==> src/rtl/tip_pkg.sv <==
// Package: shared widths, register offsets and view encoding for the
// thread interrupt presenter. Assumes 3-bit priorities (8 levels).
package tip_pkg;
    localparam int PRIO_W  = 3;
    localparam int NPRIO   = 1 << PRIO_W;
    localparam int DATA_W  = 8;
    localparam int OFF_W   = 4;

    localparam logic [OFF_W-1:0] OFF_SRC  = 4'h0;
    localparam logic [OFF_W-1:0] OFF_CUR  = 4'h1;
    localparam logic [OFF_W-1:0] OFF_PEND = 4'h2;
    localparam logic [OFF_W-1:0] OFF_BEST = 4'h3;
    localparam logic [OFF_W-1:0] OFF_TAKE = 4'h8;

    localparam logic [DATA_W-1:0] PRIO_NONE = 8'hFF;

    typedef enum logic [1:0] {
        VIEW_PHYS = 2'b00,
        VIEW_HV   = 2'b01,
        VIEW_OS   = 2'b10,
        VIEW_USER = 2'b11
    } view_e;
endpackage

==> src/rtl/tip_best_prio.sv <==
// Module: finds the most favoured (lowest index) set bit of the pending
// bitmap. Purely combinational; returns PRIO_NONE for an empty bitmap.
module tip_best_prio
    import tip_pkg::*;
#(
    parameter int N = NPRIO
) (
    input  logic [N-1:0]      pend_i,
    output logic [DATA_W-1:0] best_o,
    output logic              any_o
);
    // Scan from least to most favoured so the lowest index wins.
    always_comb begin
        best_o = PRIO_NONE;
        for (int i = N - 1; i >= 0; i--) begin
            if (pend_i[i]) best_o = DATA_W'(i);
        end
    end

    // Flag a non-empty bitmap.
    assign any_o = |pend_i;
endmodule

==> src/rtl/tip_view_decode.sv <==
// Module: splits a window address into view and register offset and
// gives the view's rights. Assumes the view bits sit at PAGE_LSB.
module tip_view_decode
    import tip_pkg::*;
#(
    parameter int ADDR_W   = 16,
    parameter int PAGE_LSB = 12
) (
    input  logic [ADDR_W-1:0] addr_i,
    output view_e             view_o,
    output logic [OFF_W-1:0]  off_o,
    output logic              priv_o
);
    // Extract the view and register offset fields.
    assign view_o = view_e'(addr_i[PAGE_LSB+1:PAGE_LSB]);
    assign off_o  = addr_i[OFF_W-1:0];

    // Every view above user may change state.
    always_comb begin
        unique case (view_o)
            VIEW_PHYS, VIEW_HV, VIEW_OS: priv_o = 1'b1;
            default:                     priv_o = 1'b0;
        endcase
    end
endmodule

==> src/rtl/tip_context.sv <==
// Module: the state of one exception level's context: pending bitmap
// and current priority. Assumes the caller only raises take_i when the
// bitmap is non-empty.
module tip_context
    import tip_pkg::*;
#(
    parameter int N = NPRIO
) (
    input  logic              clk,
    input  logic              rst_n,
    input  logic              ntf_valid_i,
    input  logic [PRIO_W-1:0] ntf_prio_i,
    input  logic              cur_we_i,
    input  logic [DATA_W-1:0] cur_wdata_i,
    input  logic              take_i,
    output logic [N-1:0]      pend_o,
    output logic [DATA_W-1:0] cur_o,
    output logic [DATA_W-1:0] best_o,
    output logic              eo_o
);
    logic [N-1:0] set_mask;
    logic [N-1:0] clr_mask;
    logic         any_pend;

    tip_best_prio #(.N(N)) u_best (
        .pend_i (pend_o),
        .best_o (best_o),
        .any_o  (any_pend)
    );

    // Build per-bit set and clear masks from notification and acknowledge.
    for (genvar g = 0; g < N; g++) begin : g_mask
        assign set_mask[g] = ntf_valid_i && (ntf_prio_i == PRIO_W'(g));
        assign clr_mask[g] = take_i && (best_o == DATA_W'(g));
    end

    // Pending bitmap: clear first, then set, so a new notification survives.
    always_ff @(posedge clk) begin
        if (!rst_n) pend_o <= '0;
        else        pend_o <= (pend_o & ~clr_mask) | set_mask;
    end

    // Current priority: acknowledge promotes, software write replaces.
    always_ff @(posedge clk) begin
        if (!rst_n)        cur_o <= '0;
        else if (take_i)   cur_o <= best_o;
        else if (cur_we_i) cur_o <= cur_wdata_i;
    end

    // Exception pending when the best pending level beats the current one.
    assign eo_o = any_pend && (best_o < cur_o);
endmodule

==> src/rtl/tip_presenter.sv <==
// Module: top of the thread interrupt presenter. Decodes window
// accesses, drives the context and returns registered read data.
// Assumes one access per cycle; reads complete on the next cycle.
module tip_presenter
    import tip_pkg::*;
#(
    parameter int ADDR_W   = 16,
    parameter int PAGE_LSB = 12
) (
    input  logic              clk,
    input  logic              rst_n,
    input  logic              ntf_valid_i,
    input  logic [PRIO_W-1:0] ntf_prio_i,
    input  logic              acc_valid_i,
    input  logic              acc_write_i,
    input  logic [ADDR_W-1:0] acc_addr_i,
    input  logic [DATA_W-1:0] acc_wdata_i,
    output logic [2*DATA_W-1:0] acc_rdata_o,
    output logic              irq_o
);
    view_e              view;
    logic [OFF_W-1:0]   off;
    logic               priv;
    logic [NPRIO-1:0]   pend_q;
    logic [DATA_W-1:0]  cur_q;
    logic [DATA_W-1:0]  best;
    logic               eo;
    logic [DATA_W-1:0]  src_reg;
    logic               rd_req;
    logic               cur_we;
    logic               take;
    logic [2*DATA_W-1:0] rd_next;

    tip_view_decode #(.ADDR_W(ADDR_W), .PAGE_LSB(PAGE_LSB)) u_dec (
        .addr_i (acc_addr_i),
        .view_o (view),
        .off_o  (off),
        .priv_o (priv)
    );

    // Qualify the access strobes with the view's rights.
    assign rd_req = acc_valid_i && !acc_write_i;
    assign cur_we = acc_valid_i && acc_write_i && priv && (off == OFF_CUR);
    assign take   = rd_req && priv && (off == OFF_TAKE) && (pend_q != '0);

    tip_context #(.N(NPRIO)) u_ctx (
        .clk         (clk),
        .rst_n       (rst_n),
        .ntf_valid_i (ntf_valid_i),
        .ntf_prio_i  (ntf_prio_i),
        .cur_we_i    (cur_we),
        .cur_wdata_i (acc_wdata_i),
        .take_i      (take),
        .pend_o      (pend_q),
        .cur_o       (cur_q),
        .best_o      (best),
        .eo_o        (eo)
    );

    // Source register: exception flag in the top bit.
    assign src_reg = {eo, {(DATA_W-1){1'b0}}};

    // Select the value a read returns.
    always_comb begin
        rd_next = '0;
        unique case (off)
            OFF_SRC:  rd_next = {{DATA_W{1'b0}}, src_reg};
            OFF_CUR:  rd_next = {{DATA_W{1'b0}}, cur_q};
            OFF_PEND: rd_next = {{DATA_W{1'b0}}, DATA_W'(pend_q)};
            OFF_BEST: rd_next = {{DATA_W{1'b0}}, best};
            OFF_TAKE: rd_next = priv ? {src_reg, best} : '0;
            default:  rd_next = '0;
        endcase
    end

    // Read data register: loads on a read, holds otherwise.
    always_ff @(posedge clk) begin
        if (!rst_n)      acc_rdata_o <= '0;
        else if (rd_req) acc_rdata_o <= rd_next;
    end

    // The interrupt line follows the exception flag.
    assign irq_o = eo;

    // view is only used through priv; keep it observable for the checker.
    logic unused_view;
    assign unused_view = ^view;
endmodule

==> config.mk <==
export PLATFORM = sky130hd
export DESIGN_NAME = tip_presenter
export DESIGN_NICKNAME = d
export VERILOG_FILES = /design/src/rtl/tip_pkg.sv /design/src/rtl/tip_best_prio.sv /design/src/rtl/tip_view_decode.sv /design/src/rtl/tip_context.sv /design/src/rtl/tip_presenter.sv
export SDC_FILE = /design/constraint.sdc
export NUM_CORES = 1
export LEC_CHECK = 0
export BUFFER_PORTS_ARGS = -buffer_cell sky130_fd_sc_hd__buf_2
export CAP_MARGIN = 20
export CORE_AREA = 2 2 57 59
export CTS_BUF_LIST = sky130_fd_sc_hd__clkbuf_8
export CTS_CLUSTER_SIZE = 25
export DETAILED_ROUTE_END_ITERATION = 12
export DIE_AREA = 0 0 59 61
export PLACE_DENSITY_LB_ADDON = 0.05
export RECOVER_POWER = 100
export SKIP_LAST_GASP = 1
export SLEW_MARGIN = 10
export SYNTH_ARGS = -nofsm -noshare
export SYNTH_HDL_FRONTEND = slang
export SYNTH_SLANG_ARGS = --single-unit
==> constraint.sdc <==
create_clock -name clk -period 5.6 [get_ports clk]
set_input_delay 0 -clock clk [delete_from_list [all_inputs] [get_ports clk]]
set_output_delay 0 -clock clk [all_outputs]
set_load 0.02 [all_outputs]
**Word-level counts from Yosys, hierarchy flattened**

Cells that the tools add are included.

- Output and inout port bits: 17
- Logic and storage cells: 73
- Register bits after elaboration: 32
- Bits of input ports: 32

- Equal/unequal tests: 20
- Mux-type cells: 13
- Bitwise operators: 3
- Order comparisons: 1
- Reduce and logical (&&, ||, !) cells: 33

Operator list:

| operator | count |
|---|---|
| 8-bit two-way mux | 10 |
| 16-bit one-hot mux with 5 select lines | 1 |
| 8-bit by 3-bit == test with 1-bit output (second input constant) | 4 |
| 1-bit logical AND | 24 |
| 8-bit by 2-bit == test with 1-bit output (second input constant) | 2 |
| 16-bit two-way mux | 1 |
| 3-bit == test (second input constant) | 4 |
| 8-bit AND | 1 |
| 4-bit by 2-bit == test with 1-bit output (second input constant) | 2 |
| 8-bit by 1-bit == test with 1-bit output (second input constant) | 1 |
| 8-bit logical NOT | 1 |
| 8-bit less-than comparator | 1 |
| 8-bit inverter | 1 |
| 8-bit bitwise OR | 1 |
| 8-bit nonzero test | 1 |
| 8-bit OR reduction | 1 |
| 3-bit by 2-bit == test with 1-bit output (second input constant) | 2 |
| 4-bit by 1-bit == test with 1-bit output (second input constant) | 1 |
| 4-bit == test (second input constant) | 1 |
| 4-bit logical NOT | 1 |
| 3-bit by 1-bit == test with 1-bit output (second input constant) | 1 |
| 3-bit logical NOT | 1 |
| 3-bit OR reduction | 1 |
| 2-bit by 1-bit == test with 1-bit output (second input constant) | 1 |
| other kinds (5) | 5 |

**Longest topological paths before layout**

- Depth after elaboration: 13
- Depth in mapped cells: 9
- Depth with buffers taken out: 8

**By module**

A second synthesis with hierarchy kept.

- Cells, all modules: 213
- Area total of the unflattened synthesis: 1,764.2 um^2

Modules (own cells, without submodules):

| module | cells an instance | sequential area each (um^2) | times used | area an instance (um^2) |
|---|---|---|---|---|
| tip_context | 115 | 320.3 | 1 | 974.7 |
| tip_presenter | 75 | 180.2 | 1 | 640.6 |
| tip_best_prio | 16 | 0.0 | 1 | 100.1 |
| tip_view_decode | 7 | 0.0 | 1 | 48.8 |

**Worst setup path before layout**

No wires, ideal clock.

- Kind: register to output
- Start: register u_ctx.pend_o[0]
- End: output irq_o
- Path buffers: 1
- Stages on the path, launching flop included: 8
- Data required time: 5.600 ns
- Slack: 3.162 ns
- Arrival: 2.438 ns
- Cells stage by stage: dfxtp_1 nor4_4 and2_1 buf_6 ha_1 a21o_1 o31a_1 nor4_1

- Word-level cells in the longest chain between the ends: 3

RTL lines:

| item | RTL line | RTL |
|---|---|---|
| from (decl) | tip_context.sv:16 | `output logic [N-1:0] pend_o,` |
| from (signal assigned) | tip_context.sv:40 | `else pend_o <= (pend_o & ~clr_mask) \| set_mask;` |
| 8-bit two-way mux | tip_best_prio.sv:16 | `if (pend_i[i]) best_o = DATA_W'(i);` |
| 8-bit less-than comparator | tip_context.sv:51 | `assign eo_o = any_pend && (best_o < cur_o);` |
| 1-bit logical AND (*) | tip_context.sv:51 |  |
| to (decl) | tip_presenter.sv:19 | `output logic irq_o` |

Mark *: on every way between the ends. The rest lies on a longest branch, timed or not.

**Final worst setup path**

- Start: register u_ctx.pend_o[3]
- End: output irq_o

- Word-level cells in the longest chain between the ends: 6

RTL lines:

| item | RTL line |
|---|---|
| 8-bit two-way mux (4 in series) | tip_best_prio.sv:16 |
| 8-bit less-than comparator | tip_context.sv:51 |
| 1-bit logical AND (*) | tip_context.sv:51 |

Marks and branches as above.

==> results.json <==
{
  "status": "finished clean",
  "detail_route.iter0.violations": 60,
  "nNetsFinal": 265,
  "clkTransAtPathRegs_ns": 0.09,
  "fin_crit_sh_pct": 64.0,
  "synthSimpleGateAreaFrac_pct": 24.3,
  "finalMaxSlewViolations": 0,
  "wirelength_um": 3710,
  "drv_cap": 0,
  "worst_slack_ns": 2.01,
  "hold_violations": 0,
  "path_class": "flip-flop to output port",
  "worst_pin_slew_ns": 1.08,
  "hold_slack_ns": 0.00868,
  "worst_clock_skew_ns": 0.00681,
  "finalSetupViolCount": 0,
  "setup.worst_path.start": "u_ctx.pend_o[3]",
  "synth_top_area_share_pct": 31.7,
  "grt_pass1_vias": 1346,
  "wire_per_inst_um": 14.4,
  "seq_area_frac_synth_pct": 31.7,
  "yosysMostFrequentCell": "dfxtp_1",
  "grt_pass1_wl_um": 6190,
  "core_um2": 2950,
  "place_area_um2": 1720,
  "fin_tns_setup_ns": 0,
  "crit_required_ns": 5.60,
  "cp-start-kind": "flip-flop",
  "ant_nets": 0,
  "grt_use_total_pct": 23.0,
  "cp_cell_sequence": "nor4_1 -> and2_0 -> ha_1 -> a21o_1 -> o31a_1 -> nor4_1 -> clkbuf_1",
  "cts_max_level": 1,
  "drive_gt1_share_pct": 13.3,
  "yosys.cell_types.count": 53,
  "synth_area_um2": 1580,
  "core.rowCount": 20,
  "drcViolationCount": 0,
  "async_reset_ff_share_pct": 0,
  "rsz0062_at_grt": "no",
  "grt_max_degree": 20,
  "place_congestion": 0.889,
  "hold_class": "input port to flip-flop",
  "synth_xor_xnor_area_share_pct": 0,
  "leakagePower_uw": 0.000660,
  "synth_common_cells": "dfxtp_1, nand2_1, o21ai_0, nor2_1, inv_1",
  "n_fill_cell": 300,
  "port_buffers": 31,
  "syn-instance-count": 190,
  "synth_largest_area_cell": "dfxtp_1",
  "slowest_stage": "nor4_1",
  "place_ws_ns": 2.86,
  "syn_to_final_growth_pct": 13.1,
  "synth-adder-area-share_pct": 5.54,
  "synth_compound_area_share_pct": 26.0,
  "drt-pass1-iter-count": 4,
  "r2r-start": "u_ctx.pend_o[3]",
  "finalCriticalPeriod_ns": 3.59,
  "diodes": 0,
  "antenna_found_initial": 0,
  "slew_headroom_pct": 27.5,
  "synth_top_family_by_area": "compound AO/OA/AOI/OAI gates",
  "crit_top_cell": "nor4_1",
  "vias": 1478,
  "synth_area_leaders": "dfxtp_1, ha_1, o21ai_0",
  "dieArea_um2": 3600,
  "root_buffer": "clkbuf_8",
  "muxShareOfSynthArea_pct": 3.17,
  "fp.dieH_um": 61,
  "via_per_inst": 5.73,
  "peakVddDrop_uv": 116,
  "min-delay-start": "ntf_prio_i[2]",
  "cts_tree": "built",
  "numCtsBuffers": 3,
  "postCtsSetupBuffers": 0,
  "synth_ff_type": "dfxtp_1",
  "p_per_area_nw_per_um2": 207,
  "critical_path.max_stage_delay_ns": 0.93,
  "dpl.hpwl_um": 2750,
  "cts_buffer_depth": 2,
  "die_w_um": 59,
  "cp-end-kind": "output port",
  "initial_core_util_pct": 53.5,
  "post-route-cell-area_um2": 1790,
  "synth-edff-count": 0,
  "ioPinCount": 49,
  "overflow": 0,
  "cts.sinks": 25,
  "worstPathMaxFanout": 12,
  "synth_area_per_cell_um2": 8.32,
  "ys_seq_elements": 25,
  "yosys_warnings": 0,
  "clock_latency_ns": 0.28,
  "crit_arrival_ns": 3.59,
  "fmax_mhz": 279
}
## path summary, 6_finish.rpt
| kind | endpoint | slack [ns] | cells after the start |
|---|---|---|---|
| worst max-delay path | irq_o | 2.01 | 7 |
| worst min-delay path | u_ctx.pend_o[4] | 0.009 | 3 |
| worst max register to register | acc_rdata_o[7] | 2.25 | 7 |
| worst min register to register | acc_rdata_o[6] | 0.45 | 2 |
## power breakdown
group          internal, µW  switching, µW  leakage [µW]
Sequential              181           3.85      0.000202
Clock                  49.3           59.0     0.0000269
Combinational          30.3           46.3      0.000431
Total                   260            109      0.000660
## placed cells by master, fill, tap and decap left out, types with 2 or more instances in the layout
master / netlist / layout
nor2_1: 13 / 14
mux2i_1: 5 / 5
and2_0: 0 / 2
nand3_1: 3 / 3
or3_1: 3 / 3
o31ai_1: 2 / 2
a22oi_1: 6 / 6
inv_1: 12 / 13
nand2_1: 17 / 17
dfxtp_1: 25 / 25
o211ai_1: 2 / 2
o21ai_0: 14 / 15
clkbuf_1: 1 / 11
a21o_1: 2 / 2
buf_2: 3 / 20
dlygate4sd3_1: 0 / 7
a21oi_1: 7 / 7
ha_1: 7 / 7
and2_1: 5 / 4
nor2b_1: 5 / 5
nor4_1: 3 / 4
nand4_1: 4 / 4
clkbuf_8: 0 / 3
a21boi_0: 3 / 4
a22o_1: 7 / 7
nand4b_1: 2 / 2
conb_1: 1 / 7
## area by class of cell
cell class,count,area (µm²),share of cell area [%]
Clock inverter,1,3.75,0.210
Clock buffer,3,41.3,2.31
Timing Repair Buffer,39,219,12.2
Tap cell,33,41.3,2.31
Inverter,12,45.0,2.52
Sequential cell,25,500,28.0
Multi-Input combinational cell,145,937,52.4
## cells by family (layout without fill, tap and decap cells)
| family | count (synthesis) | count (layout) |
|---|---|---|
| simple gates | 67 | 67 |
| flops | 25 | 25 |
| compound gates | 59 | 59 |
| fa+ha+maj | 7 | 7 |
| other cells | 1 | 7 |
| buf+inv | 26 | 55 |
| mux | 5 | 5 |
## through the flow
step                      util [%]  instances  power, µW
after detailed placement      58.1        247        264
after global placement        58.1        247        261
final                         60.6        258        369
after floorplan                  -        196        248
after global routing          60.6        258        388
after CTS                     62.0        258        377
## what timing repair did
action	4_1_cts	5_1_grt
setup endpoints to repair	0	0
hold endpoints to repair	7	0
resized for setup	0	0
hold buffers	7	0
## metal layers
layer / track usage [%] / wire (µm) / part of all wire, %
met1: 29.9 / 1800 / 48
met2: 36.8 / 1660 / 45
met3: 4.26 / 189 / 5.1
met4: 11.0 / 63 / 1.7
met5: 0 / 0 / 0
## flip-flops by register name, indices dropped and copies added, names as in the netlist
name	flops
acc_rdata_o	9
u_ctx.pend_o	8
u_ctx.cur_o	8
## critical path, delay by kind of cell (launching register included)
family / cells / cell delay (ns)
buffers and inverters: 1 / 0.26
DFF: 1 / 0.39
adders and majority gates: 1 / 0.36
AOI/OAI and AO/OA: 2 / 0.50
and+or+nand+nor: 3 / 1.78
(Power assumes the default switching activity.)
